===== src/rtl/retstack_pkg.sv =====
package retstack_pkg;

    typedef enum logic [1:0] {
        STK_EMPTY   = 2'd0,
        STK_PARTIAL = 2'd1,
        STK_FULL    = 2'd2
    } stk_state_e;

    typedef enum logic [1:0] {
        RA_STAT  = 2'd0,
        RA_LOW   = 2'd1,
        RA_HIGH  = 2'd2,
        RA_UPPER = 2'd3
    } reg_addr_e;

    typedef enum logic [2:0] {
        ACT_IDLE,
        ACT_PUSH,
        ACT_OVERRUN,
        ACT_POP,
        ACT_UNDERRUN,
        ACT_RELOCATE,
        ACT_TOP_WR
    } stk_act_e;

    localparam int STAT_FULL_BIT = 5;
    localparam int STAT_UNF_BIT  = 6;
    localparam int STAT_OVF_BIT  = 7;

endpackage


===== src/rtl/retstack_mem.sv =====
module retstack_mem #(
    parameter int ADDR_W = 21,
    parameter int PTR_W  = 5
) (
    input  logic              clk,
    input  logic              rst_n,
    input  logic              wr_en,
    input  logic [PTR_W-1:0]  wr_idx,
    input  logic [ADDR_W-1:0] wr_data,
    input  logic [PTR_W-1:0]  rd_idx,
    output logic [ADDR_W-1:0] rd_data
);
    localparam int DEPTH = (1 << PTR_W) - 1;

    logic [ADDR_W-1:0] slot [1:DEPTH];

    always_ff @(posedge clk or negedge rst_n) begin
        if (!rst_n) begin
            for (int i = 1; i <= DEPTH; i++) begin
                slot[i] <= '0;
            end
        end else if (wr_en && (wr_idx != '0)) begin
            slot[wr_idx] <= wr_data;
        end
    end

    // Index zero has no storage: it reads as zero.
    always_comb begin
        if (rd_idx == '0) begin
            rd_data = '0;
        end else begin
            rd_data = slot[rd_idx];
        end
    end
endmodule


===== src/rtl/retstack_ctrl.sv =====
module retstack_ctrl
    import retstack_pkg::*;
#(
    parameter int ADDR_W = 21,
    parameter int PTR_W  = 5
) (
    input  logic              clk,
    input  logic              rst_n,
    input  logic              push_req,
    input  logic [ADDR_W-1:0] push_addr,
    input  logic              pop_req,
    input  logic              ptr_we,
    input  logic [PTR_W-1:0]  ptr_wdata,
    input  logic              ovf_wdata,
    input  logic              unf_wdata,
    input  logic              top_we,
    input  logic [ADDR_W-1:0] top_wdata,
    output logic [PTR_W-1:0]  ptr_q,
    output stk_state_e        state_q,
    output logic              ovf_q,
    output logic              unf_q,
    output logic              mem_we,
    output logic [PTR_W-1:0]  mem_idx,
    output logic [ADDR_W-1:0] mem_wdata
);
    localparam logic [PTR_W-1:0] PTR_MAX  = '1;
    localparam logic [PTR_W-1:0] PTR_ONE  = PTR_W'(1);
    localparam logic [PTR_W-1:0] PTR_PEAK = PTR_MAX - PTR_ONE;

    stk_act_e          act;
    stk_state_e        state_d;
    logic [PTR_W-1:0]  ptr_d;
    logic              ovf_d;
    logic              unf_d;

    function automatic stk_state_e state_for(input logic [PTR_W-1:0] p);
        if (p == '0) begin
            return STK_EMPTY;
        end else if (p == PTR_MAX) begin
            return STK_FULL;
        end
        return STK_PARTIAL;
    endfunction

    // Event selection: push over pop over register writes.
    always_comb begin
        act = ACT_IDLE;
        if (push_req) begin
            act = (state_q == STK_FULL) ? ACT_OVERRUN : ACT_PUSH;
        end else if (pop_req) begin
            act = (state_q == STK_EMPTY) ? ACT_UNDERRUN : ACT_POP;
        end else if (ptr_we) begin
            act = ACT_RELOCATE;
        end else if (top_we && (state_q != STK_EMPTY)) begin
            act = ACT_TOP_WR;
        end
    end

    // Next state, pointer and flags.
    always_comb begin
        state_d = state_q;
        ptr_d   = ptr_q;
        ovf_d   = ovf_q;
        unf_d   = unf_q;
        unique case (state_q)
            STK_EMPTY: begin
                if (act == ACT_PUSH) begin          // fill
                    ptr_d   = PTR_ONE;
                    state_d = STK_PARTIAL;
                end else if (act == ACT_UNDERRUN) begin  // underrun
                    unf_d = 1'b1;
                end
            end
            STK_PARTIAL: begin
                if (act == ACT_PUSH) begin          // grow
                    ptr_d   = ptr_q + PTR_ONE;
                    state_d = (ptr_q == PTR_PEAK) ? STK_FULL : STK_PARTIAL;
                end else if (act == ACT_POP) begin  // shrink
                    ptr_d   = ptr_q - PTR_ONE;
                    state_d = (ptr_q == PTR_ONE) ? STK_EMPTY : STK_PARTIAL;
                end
            end
            STK_FULL: begin
                if (act == ACT_POP) begin           // drain
                    ptr_d   = ptr_q - PTR_ONE;
                    state_d = STK_PARTIAL;
                end else if (act == ACT_OVERRUN) begin  // overrun
                    ovf_d = 1'b1;
                end
            end
            default: begin
                ptr_d   = '0;
                state_d = STK_EMPTY;
            end
        endcase
        if (act == ACT_RELOCATE) begin              // relocate
            ptr_d   = ptr_wdata;
            ovf_d   = ovf_wdata;
            unf_d   = unf_wdata;
            state_d = state_for(ptr_wdata);
        end
    end

    // State register.
    always_ff @(posedge clk or negedge rst_n) begin
        if (!rst_n) begin
            state_q <= STK_EMPTY;
            ptr_q   <= '0;
            ovf_q   <= 1'b0;
            unf_q   <= 1'b0;
        end else begin
            state_q <= state_d;
            ptr_q   <= ptr_d;
            ovf_q   <= ovf_d;
            unf_q   <= unf_d;
        end
    end

    // Outputs to the entry storage.
    always_comb begin
        mem_we    = 1'b0;
        mem_idx   = ptr_q;
        mem_wdata = top_wdata;
        unique case (act)
            ACT_PUSH: begin
                mem_we    = 1'b1;
                mem_idx   = ptr_q + PTR_ONE;
                mem_wdata = push_addr;
            end
            ACT_TOP_WR: begin
                mem_we = 1'b1;
            end
            default: begin
                mem_we = 1'b0;
            end
        endcase
    end
endmodule


===== src/rtl/retstack_regif.sv =====
module retstack_regif
    import retstack_pkg::*;
#(
    parameter int ADDR_W = 21,
    parameter int PTR_W  = 5
) (
    input  logic              reg_we,
    input  logic [1:0]        reg_addr,
    input  logic [7:0]        reg_wdata,
    input  logic [PTR_W-1:0]  ptr,
    input  logic              full,
    input  logic              ovf,
    input  logic              unf,
    input  logic [ADDR_W-1:0] top_word,
    output logic [7:0]        reg_rdata,
    output logic              ptr_we,
    output logic [PTR_W-1:0]  ptr_wdata,
    output logic              ovf_wdata,
    output logic              unf_wdata,
    output logic              top_we,
    output logic [ADDR_W-1:0] top_wdata
);
    localparam int UP_W = ADDR_W - 16;

    reg_addr_e sel;

    assign sel       = reg_addr_e'(reg_addr);
    assign ptr_we    = reg_we && (sel == RA_STAT);
    assign top_we    = reg_we && (sel != RA_STAT);
    assign ptr_wdata = reg_wdata[PTR_W-1:0];
    assign ovf_wdata = reg_wdata[STAT_OVF_BIT];
    assign unf_wdata = reg_wdata[STAT_UNF_BIT];

    always_comb begin
        reg_rdata = '0;
        unique case (sel)
            RA_STAT: begin
                reg_rdata[PTR_W-1:0]     = ptr;
                reg_rdata[STAT_FULL_BIT] = full;
                reg_rdata[STAT_UNF_BIT]  = unf;
                reg_rdata[STAT_OVF_BIT]  = ovf;
            end
            RA_LOW:   reg_rdata         = top_word[7:0];
            RA_HIGH:  reg_rdata         = top_word[15:8];
            RA_UPPER: reg_rdata[UP_W-1:0] = top_word[ADDR_W-1:16];
            default:  reg_rdata         = '0;
        endcase
    end

    // Merge one byte lane into the current top entry.
    always_comb begin
        top_wdata = top_word;
        unique case (sel)
            RA_LOW:   top_wdata[7:0]         = reg_wdata;
            RA_HIGH:  top_wdata[15:8]        = reg_wdata;
            RA_UPPER: top_wdata[ADDR_W-1:16] = reg_wdata[UP_W-1:0];
            default:  top_wdata              = top_word;
        endcase
    end
endmodule


===== src/rtl/retstack.sv =====
module retstack
    import retstack_pkg::*;
#(
    parameter int ADDR_W = 21,
    parameter int PTR_W  = 5
) (
    input  logic              clk,
    input  logic              rst_n,
    input  logic              push_req,
    input  logic [ADDR_W-1:0] push_addr,
    input  logic              pop_req,
    output logic [ADDR_W-1:0] pop_addr,
    input  logic              reg_we,
    input  logic [1:0]        reg_addr,
    input  logic [7:0]        reg_wdata,
    output logic [7:0]        reg_rdata
);
    logic [PTR_W-1:0]  ptr_q;
    stk_state_e        state_q;
    logic              ovf_q;
    logic              unf_q;
    logic              full;
    logic              mem_we;
    logic [PTR_W-1:0]  mem_idx;
    logic [ADDR_W-1:0] mem_wdata;
    logic [ADDR_W-1:0] top_word;
    logic              ptr_we;
    logic [PTR_W-1:0]  ptr_wdata;
    logic              ovf_wdata;
    logic              unf_wdata;
    logic              top_we;
    logic [ADDR_W-1:0] top_wdata;

    assign full     = (state_q == STK_FULL);
    assign pop_addr = top_word;

    retstack_ctrl #(.ADDR_W(ADDR_W), .PTR_W(PTR_W)) u_ctrl (
        .clk       (clk),
        .rst_n     (rst_n),
        .push_req  (push_req),
        .push_addr (push_addr),
        .pop_req   (pop_req),
        .ptr_we    (ptr_we),
        .ptr_wdata (ptr_wdata),
        .ovf_wdata (ovf_wdata),
        .unf_wdata (unf_wdata),
        .top_we    (top_we),
        .top_wdata (top_wdata),
        .ptr_q     (ptr_q),
        .state_q   (state_q),
        .ovf_q     (ovf_q),
        .unf_q     (unf_q),
        .mem_we    (mem_we),
        .mem_idx   (mem_idx),
        .mem_wdata (mem_wdata)
    );

    retstack_mem #(.ADDR_W(ADDR_W), .PTR_W(PTR_W)) u_mem (
        .clk     (clk),
        .rst_n   (rst_n),
        .wr_en   (mem_we),
        .wr_idx  (mem_idx),
        .wr_data (mem_wdata),
        .rd_idx  (ptr_q),
        .rd_data (top_word)
    );

    retstack_regif #(.ADDR_W(ADDR_W), .PTR_W(PTR_W)) u_regif (
        .reg_we    (reg_we),
        .reg_addr  (reg_addr),
        .reg_wdata (reg_wdata),
        .ptr       (ptr_q),
        .full      (full),
        .ovf       (ovf_q),
        .unf       (unf_q),
        .top_word  (top_word),
        .reg_rdata (reg_rdata),
        .ptr_we    (ptr_we),
        .ptr_wdata (ptr_wdata),
        .ovf_wdata (ovf_wdata),
        .unf_wdata (unf_wdata),
        .top_we    (top_we),
        .top_wdata (top_wdata)
    );
endmodule


===== config.mk =====
export PLATFORM = sky130hd
export DESIGN_NAME = retstack
export DESIGN_NICKNAME = d
export VERILOG_FILES = /design/src/rtl/retstack_pkg.sv /design/src/rtl/retstack_mem.sv /design/src/rtl/retstack_ctrl.sv /design/src/rtl/retstack_regif.sv /design/src/rtl/retstack.sv
export SDC_FILE = /design/constraint.sdc
export NUM_CORES = 1
export LEC_CHECK = 0
export ABC_CLOCK_PERIOD_IN_PS = 4000
export BUFFER_PORTS_ARGS = -buffer_cell sky130_fd_sc_hd__buf_4
export CAP_MARGIN = 25
export CELL_PAD_IN_SITES_DETAIL_PLACEMENT = 2
export CELL_PAD_IN_SITES_GLOBAL_PLACEMENT = 2
export CORE_AREA = 2 2 266 268
export DETAILED_ROUTE_END_ITERATION = 10
export DIE_AREA = 0 0 268 270
export PLACE_DENSITY_LB_ADDON = 0.1
export SYNTH_ARGS = -nofsm -noshare
export SYNTH_HDL_FRONTEND = slang
export SYNTH_HIERARCHICAL = 1
export SYNTH_SLANG_ARGS = --single-unit
export TNS_END_PERCENT = 30

===== constraint.sdc =====
create_clock -name clk -period 4 [get_ports clk]
set_input_delay 1.2 -clock clk [delete_from_list [all_inputs] [get_ports clk]]
set_output_delay 1.2 -clock clk [all_outputs]
set_load 0.1 [all_outputs]

==> results.md <==
* Via count at 21,439
* Wire length after detailed routing at 120,000 µm
* Slew margin rel. at 0.448
* Largest net degree at the start of global routing at 82
* Post-synth EDFFs at 0
* First-pass GRT wire length at 170,000 µm
* CTS tree: yes
* Grt total ovfl at 0
* Port Buffers at 64
* Layout cell share with drive strength beyond 1 at 0.519
* Leakage Power at 17.8 nW
* Ys flop type: dfrtp_1
* Crit Path Class: reg2out
* Ys async rst share at 1.00
* Commonest non-fill, non-tap cell in the layout: mux2_2
* Starting DRT DRC Count at 1,351
* Peak VDD IR at 1.58 mV
* Total power at 40.1 mW
* Setup violators final at 29
* CTS Sinks at 660
* DRC viols at 0
* Mean post-synth cell area at 13.6 µm²
* Power per cell area at 1030 nW/µm²
* H-tree level count at 3
* Crit path DAT at 3480 ps
* Fin crit share at 1.17
* Minimum clock period at 4680 ps
* CP endpoint kind: output pin
* Syn. warnings at 6
* Post-synthesis sequential area ratio at 0.519
* Root Buffer: clkbuf_16
* Pre-Repair DR Iteration Count at 5
* R2r setup slk at 310 ps
* Slew Viols, Final at 0
* Min setup slack post-route at -678 ps
* Vias in the first global route at 24,793
* Max Clk Rate at 0.214 GHz
* Cells after Synth at 2,334
* Status: finished, violations left
* #FFs+latches synth at 660
* Post-route antenna net violation count at 0
* RSZ-0062 raised after global routing: yes
* Hold Buf Count CTS at 0
* CTS Buf Count at 75
* Final Hold Fails at 0
* Worst-Skew Late Latency at 640 ps
* Die Width at 268 µm
* RD Place Congestion at 0.884
* Die Ht at 270 µm
* Worst-path clk slew at 60 ps
* Worst Hold Class: reg2reg
* Skew final at 31.9 ps
* Area of the die at 72,400 µm²
* WL/cell at 34.0 µm
* Cell area after synthesis at 31,800 µm²
* CORE AREA at 69,500 µm²
* # rows at 97
* Post-Syn Nets at 2,374
* Top Metal Used: met5
* Worst path required time at 2800 ps
* Worst-path fanout max at 11
* Setup crit start kind: flop
* Initial antenna violation count at 4
* Clock Tree Buf Depth at 3
* Via/cell ratio at 6.07
* Total GRT Usage at 0.320
* M1 wire length at 48,000 µm
* Starting Density at 0.457
* Synth unique cells at 62
* Met2 WL at 60,200 µm
* Failing checks: negative setup slack
* HPWL after DPL at 70,600 µm
* Setup WS pre-CTS at -343 ps
* Max-Cap Viols at 0
* WL met3 at 5010 µm
* Layout Nets at 2,567
* Worst-margin pin slew at 829 ps
* Most frequent cells in the layout: mux2_2, dfrtp_1, buf_4, mux2i_1, nand2_1
* Area Overhead vs Synth at 22.0%
* I/O pins at 65
==> worst max-delay path, stage by stage, from the launching register on <==
cell and delay [ps]:
dfrtp_4 580, buf_4 200, buf_4 150, nand2_4 90, buf_4 240, o22ai_1 150, nor3_1 510, nor4_4 120
mux4_2 590, buf_12 210
==> where the power goes <==
group	leakage [nW]	internal, mW	switching (mW)
clock network	1.21	4.01	2.95
logic	8.07	9.48	12.1
registers	8.55	9.61	1.91
total	17.8	23.1	17.0
==> worst paths after layout <==
kind,start,end,cells past startpoint
worst min-delay path,u_mem/slot[154],u_mem/slot[154],1
min in group asynchronous,rst_n,u_mem/slot[421],1
worst max-delay path,u_ctrl/ptr_q[1],reg_rdata[2],9
worst max register to register,u_ctrl/ptr_q[1],u_mem/slot[535],14
worst min register to register,u_mem/slot[154],u_mem/slot[154],1
max in group asynchronous,rst_n,u_mem/slot[135],2
==> stage by stage <==
| step | TNS [ps] | area, µm² | hold slack (ps) | std cells | util |
|---|---|---|---|---|---|
| floorplan | -6360 | 32100 | 459 | 2334 | - |
| global placement | -6630 | 34900 | 469 | 3354 | 0.502 |
| detailed placement | -1210 | 34900 | 481 | 3354 | 0.502 |
| CTS | -10120 | 38500 | 495 | 3519 | 0.553 |
| global route | -12840 | 38800 | 518 | 3528 | 0.558 |
| finish | -10920 | 38800 | 497 | 3531 | 0.558 |
==> flip-flops by register name, indices dropped and copies added (netlist names) <==
name            count
u_ctrl/ovf_q        1
u_ctrl/ptr_q        5
u_ctrl/state_q      2
u_ctrl/unf_q        1
u_mem/slot        651
==> kinds of logic (layout without fill, tap and decap cells) <==
| logic type | Yosys count | in the layout | synth area share |
|---|---|---|---|
| adder cells (fa/ha/maj) | 4 | 4 | 0.00157 |
| other | 0 | 3 | 0 |
| AND/OR/NAND/NOR | 266 | 267 | 0.0473 |
| XOR/XNOR | 9 | 9 | 0.00248 |
| AO/OA/AOI/OAI | 204 | 204 | 0.0443 |
| multiplexers | 956 | 956 | 0.347 |
| buffers and inverters | 235 | 488 | 0.0384 |
| flip-flops | 660 | 660 | 0.519 |
==> cell type report <==
type                            count  area [µm²]
Clock buffer                      119        2290
Inverter                            4        15.0
Antenna cell                        3        7.51
Timing Repair Buffer              346        3760
Sequential cell                   660       16500
Tap cell                          940        1180
Clock inverter                     19         159
Multi-Input combinational cell   1440       14900
Fill cell                        6149       30700
==> Yosys cell counts (5+ instances only) <==
cell / n / area share
mux2_2: 680 / 0.24
dfrtp_1: 660 / 0.52
mux2i_1: 214 / 0.067
clkbuf_1: 96 / 0.011
nand2_1: 94 / 0.011
buf_2: 90 / 0.014
o22ai_1: 85 / 0.017
mux4_2: 47 / 0.033
nor3_1: 46 / 0.0072
nor2b_1: 28 / 0.0055
a21oi_1: 27 / 0.0042
buf_4: 26 / 0.0061
nor2_1: 26 / 0.0031
a22oi_1: 23 / 0.0054
a211oi_1: 21 / 0.0050
a221o_1: 21 / 0.0066
nor4_2: 20 / 0.0079
buf_6: 17 / 0.0060
mux2_1: 14 / 0.0050
nand2b_1: 11 / 0.0022
xor2_1: 6 / 0.0017
o21ai_0: 5 / 0.00079
==> repair_timing <==
action                                  in CTS  in global routing
cloned                                       5                  2
pin swaps                                   27                 17
endpoints found under the setup margin      29                 29
buffers inserted                            22                  8
gates resized for setup                    169                 56
==> metal layers <==
layer,vias to the layer above,global-route usage
met5,-,0
met4,4,0.154
met3,282,0.0430
met2,612,0.546
met1,11625,0.399
li1,8916,-
(Power assumes the default switching activity.)
